**config.mk**
```make
export PLATFORM = sky130hd
export DESIGN_NAME = i2c_arb_fallback
export DESIGN_NICKNAME = d
export VERILOG_FILES = /design/src/rtl/arbfb_pkg.sv /design/src/rtl/arbfb_bitpos.sv /design/src/rtl/arbfb_judge.sv /design/src/rtl/i2c_arb_fallback.sv
export SDC_FILE = /design/constraint.sdc
export NUM_CORES = 1
export LEC_CHECK = 0
export CORE_MARGIN = 2
export CORE_UTILIZATION = 40
export DETAILED_ROUTE_END_ITERATION = 10
export DONT_BUFFER_PORTS = 1
export SLEW_MARGIN = 20
export SYNTH_ARGS = -nofsm -noshare
export SYNTH_HDL_FRONTEND = slang
export SYNTH_HIERARCHICAL = 1
export SYNTH_SLANG_ARGS = --single-unit
```
**constraint.sdc**
```tcl
create_clock -name clk -period 1.69 [get_ports clk]
set_input_delay 0.4225 -clock clk [delete_from_list [all_inputs] [get_ports clk]]
set_output_delay 0.4225 -clock clk [all_outputs]
set_load 0.005 [all_outputs]
```
**src/rtl/arbfb_pkg.sv**
```systemverilog
package arbfb_pkg;
   typedef enum logic [1:0] {
      MODE_MTX = 2'd0,
      MODE_MRX = 2'd1,
      MODE_SRX = 2'd2
   } arb_mode_e;
endpackage

```
**src/rtl/arbfb_bitpos.sv**
```systemverilog
// Rising-edge detector on the synchronised SCL and slot counter per byte.
module arbfb_bitpos #(
   parameter int DATA_BITS = 8,
   parameter int CNT_W     = $clog2(DATA_BITS + 1)
) (
   input  logic             clk,
   input  logic             rst_n,
   input  logic             restart,
   input  logic             scl_in,
   output logic             sample,
   output logic [CNT_W-1:0] slot,
   output logic             ack_slot
);
   localparam logic [CNT_W-1:0] ACK_POS = CNT_W'(DATA_BITS);

   logic             scl_q;
   logic [CNT_W-1:0] slot_q;

   always_ff @(posedge clk or negedge rst_n) begin
      if (!rst_n) scl_q <= 1'b1;
      else        scl_q <= scl_in;
   end

   assign sample   = scl_in & ~scl_q;
   assign ack_slot = (slot_q == ACK_POS);
   assign slot     = slot_q;

   always_ff @(posedge clk or negedge rst_n) begin
      if (!rst_n)       slot_q <= '0;
      else if (restart) slot_q <= '0;
      else if (sample)  slot_q <= ack_slot ? '0 : slot_q + 1'b1;
   end
endmodule

```
**src/rtl/arbfb_judge.sv**
```systemverilog
// Combinational drive and compare decision for the current slot.
module arbfb_judge (
   input  logic role_rx,
   input  logic bit_val,
   input  logic sda_in,
   input  logic sample,
   input  logic ack_slot,
   input  logic lost,
   output logic sda_pull,
   output logic lose_now
);
   logic own_slot;

   // transmitter owns data slots, receiver owns the acknowledge slot
   assign own_slot = role_rx ? ack_slot : ~ack_slot;
   assign sda_pull = own_slot & ~bit_val & ~lost;
   // a released 1 overruled by a low line; driving 0 is never checked
   assign lose_now = sample & own_slot & bit_val & ~sda_in & ~lost;
endmodule

```
**src/rtl/i2c_arb_fallback.sv**
```systemverilog
module i2c_arb_fallback
   import arbfb_pkg::*;
#(
   parameter int DATA_BITS = 8,
   parameter bit MSB_FIRST = 1'b1
) (
   input  logic                 clk,
   input  logic                 rst_n,
   input  logic                 restart,
   input  logic                 role_rx,
   input  logic                 bit_val,
   input  logic                 scl_req,
   input  logic                 scl_in,
   input  logic                 sda_in,
   output logic                 sda_oe,
   output logic                 scl_oe,
   output logic                 arb_lost,
   output logic [1:0]           mode_o,
   output logic [DATA_BITS-1:0] rx_data
);
   localparam int CNT_W = $clog2(DATA_BITS + 1);

   generate
      if (DATA_BITS < 2) begin : g_bad_width
         $error("DATA_BITS must be at least 2");
      end
   endgenerate

   logic             sample;
   logic             ack_slot;
   logic [CNT_W-1:0] slot;
   logic             lose_now;
   logic             sda_pull;
   logic             lost_q;
   logic             run_q;
   logic [DATA_BITS-1:0] rx_q;
   logic [DATA_BITS-1:0] rx_nxt;
   arb_mode_e        mode;

   arbfb_bitpos #(.DATA_BITS(DATA_BITS), .CNT_W(CNT_W)) u_pos (
      .clk      (clk),
      .rst_n    (rst_n),
      .restart  (restart),
      .scl_in   (scl_in),
      .sample   (sample),
      .slot     (slot),
      .ack_slot (ack_slot)
   );

   arbfb_judge u_judge (
      .role_rx  (role_rx),
      .bit_val  (bit_val),
      .sda_in   (sda_in),
      .sample   (sample),
      .ack_slot (ack_slot),
      .lost     (lost_q),
      .sda_pull (sda_pull),
      .lose_now (lose_now)
   );

   always_ff @(posedge clk or negedge rst_n) begin
      if (!rst_n)        lost_q <= 1'b0;
      else if (restart)  lost_q <= 1'b0;
      else if (lose_now) lost_q <= 1'b1;
   end

   // clocking ends at the acknowledge sample of a byte in which arbitration was lost
   always_ff @(posedge clk or negedge rst_n) begin
      if (!rst_n)                                   run_q <= 1'b1;
      else if (restart)                             run_q <= 1'b1;
      else if (sample && ack_slot && (lost_q || lose_now)) run_q <= 1'b0;
   end

   generate
      if (MSB_FIRST) begin : g_msb
         assign rx_nxt = {rx_q[DATA_BITS-2:0], sda_in};
      end else begin : g_lsb
         assign rx_nxt = {sda_in, rx_q[DATA_BITS-1:1]};
      end
   endgenerate

   always_ff @(posedge clk or negedge rst_n) begin
      if (!rst_n)                               rx_q <= '0;
      else if (!restart && sample && !ack_slot) rx_q <= rx_nxt;
   end

   always_comb begin
      if (lost_q)       mode = MODE_SRX;
      else if (role_rx) mode = MODE_MRX;
      else              mode = MODE_MTX;
   end

   assign sda_oe   = sda_pull;
   assign scl_oe   = scl_req & run_q;
   assign arb_lost = lost_q;
   assign mode_o   = mode;
   assign rx_data  = rx_q;
   logic unused_slot;
   assign unused_slot = ^slot;
endmodule

```
==> flow_metrics.tcl <==
set metrics [dict create \
    status "complete, but fails checks" \
    violations "negative setup slack" \
    worstPathMaxFanout 2 \
    numCtsBuffers 3 \
    die_y_um 45.9 \
    path_class "flop to output port" \
    h-tree-depth 1 \
    max_clock_freq_mhz 561 \
    ys_ff_latch 15 \
    grtUsageTotal_pct 13.0 \
    drt-initial-drc-count 1 \
    relSlewSlack_pct 56.3 \
    layout_common_cells "dfrtp_1, mux2_2, buf_4" \
    final_common_cell "dfrtp_1" \
    gp_congestion 0.638 \
    netlist_instances 56 \
    clkLatencyLatePin_ns 0.28 \
    num_rows 15 \
    endpoint_kind "output port" \
    core_area_um2 1690 \
    nNetsFinal 78 \
    first_pass_iters 2 \
    peakVddDrop_mv 0.720 \
    drc 0 \
    rsz0062_at_grt "true" \
    yosysTopAreaCell "dfrtp_1" \
    post-route-util_pct 49.4 \
    ys_types 25 \
    worstMarginPinSlew_ns 0.653 \
    critPathLaunchType "flop" \
    fin_crit_ns 1.78 \
    grt_pass1_wl_um 1860 \
    ios 21 \
    fill_cells 159 \
    clock-skew-final_ns 0.00117 \
    fin_area_um2 835 \
    initial_core_util_pct 41.5 \
    cts.sinks 15 \
    place_area_um2 752 \
    drive_above_1_share_pct 43.3 \
    seq_area_um2 378 \
    grt_pass1_vias 460 \
    die_x_um 45.9 \
    netlist_area_um2 701 \
    place_ws_ns 0.0412 \
    critical_path_arrival_ns 1.36 \
    area_growth_pct 19.1 \
    setup_viol 9 \
    p_leak_nw 0.371 \
    cts_max_path_buffers 2 \
    clkTransAtPathRegs_ns 0.09 \
    antenna_found_initial 0 \
    clockRootBuffer "clkbuf_4" \
    dieArea_um2 2100 \
    grt_max_degree 16 \
    routed_wirelength_um 1150 \
    setup_ws_ns -0.0940 \
    antenna_left 0 \
    via_per_inst 5.27 \
    synth.avg_cell_area_um2 12.5 \
    multi_input_area_um2 327 \
    synth_top_flop_cell "dfrtp_1" \
    synth_edf_count 0 \
    synth_async_sr_flop_share_pct 100 \
    wire_per_inst_um 13.7 \
    yosys.area.top_type_share_pct 46.4 \
    syn_nets 66 \
    maxSlewViolCount 0 \
    final_hold_viol_count 0 \
    grt-ovfl-total 0 \
    hp-class "input port to flop" \
    ys_seq_area_share_pct 53.9 \
    io_buffers 0 \
    hpwl_um 858 \
    crit_required_ns 1.27 \
    cts_tree "built" \
    yosys_warnings 6 \
    period_share_pct 106 \
    num_vias 443 \
    antenna_cells 0 \
    power.density_nw_per_um2 1020 \
    yosys-top-cells-area "dfrtp_1, mux2_2, dfstp_2, ha_1, nand3b_1" \
    drv_cap 0 \
]
==> routing by layer <==
layer  share of wire [%]  wire length [um]  global-route usage, %  up-vias
met1                  45               520                   16.2      211
met2                  48               558                   19.7       12
met4                 1.0                12                   8.57        0
met5                   0                 0                      0        -
li1                    -                 -                      -      218
met3                 5.3                61                   3.17        2
==> Yosys cell counts (2+ instances only) <==
cell type and count:
dfrtp_1 13, inv_1 3, mux2i_1 2, mux2_2 8
ha_1 2, nand3b_1 3, nand2_1 2, dfstp_2 2
or3_1 2, nor2_1 4
==> through the flow <==
step	total power [mW]	TNS [ns]	hold WS, ns	instances
floorplan	0.613	0	0.127	56
global placement	0.646	0	0.127	77
detailed placement	0.651	0	0.127	77
CTS	0.870	-0.563	0.119	84
global route	0.909	-1.19	0.114	84
finish	0.853	-0.443	0.132	84
==> power by group <==
part	total, mW	internal (mW)	switching, mW
clock	0.199	0.0877	0.111
sequential	0.523	0.448	0.0750
combinational	0.131	0.0872	0.0441
==> timing repair <==
item / CTS / global route
pin swaps: 3 / 4
setup endpoints to repair: 1 / 10
hold buffers: 1 / 0
setup buffers: 2 / 0
hold endpoints to repair: 15 / 0
resized for setup: 4 / 3
==> sequential cells by signal (all words and copies together) (netlist names) <==
register and cells:
u_pos/slot 4, u_pos/scl_q 1, run_q 1, rx_data 8
arb_lost 1
==> worst max-delay path, cell delays in order, from the launching register on <==
cell	delay, ns
dfrtp_1	0.36
inv_1	0.05
ha_2	0.16
and3b_2	0.22
xor2_2	0.16
nor3_2	0.13
==> worst paths after layout <==
check / start / end / slack [ns] / cells after the start
max in group asynchronous: rst_n / rx_data[6]$_DFFE_PN0P_ / 0.67 / 1
min reg2reg: rx_data[7]$_DFFE_PN0P_ / rx_data[7]$_DFFE_PN0P_ / 0.54 / 1
max: u_pos/slot[1]$_DFFE_PN0P_ / sda_oe / -0.09 / 5
min: scl_in / u_pos/scl_q$_DFF_PN1_ / 0.13 / 0
max reg2reg: u_pos/slot[1]$_DFFE_PN0P_ / rx_data[5]$_DFFE_PN0P_ / -0.05 / 7
min in group asynchronous: rst_n / u_pos/slot[2]$_DFFE_PN0P_ / 0.61 / 1
==> cells by family after synthesis <==
logic type / synth area share, %
compound gates: 5.18
fa+ha+maj: 3.57
simple gates: 17.7
xor+xnor: 1.25
mux: 15.7
buf+inv: 2.68
flops: 53.9
==> cell type report <==
cell class                      instances  area share (%)
Sequential cell                        15            45.3
Multi-Input combinational cell         37            39.1
Timing Repair Buffer                    8            8.40
Clock buffer                            3            2.70
Tap cell                               17            2.55
Inverter                                3            1.35
Clock inverter                          1           0.600
(Power assumes the default switching activity.)
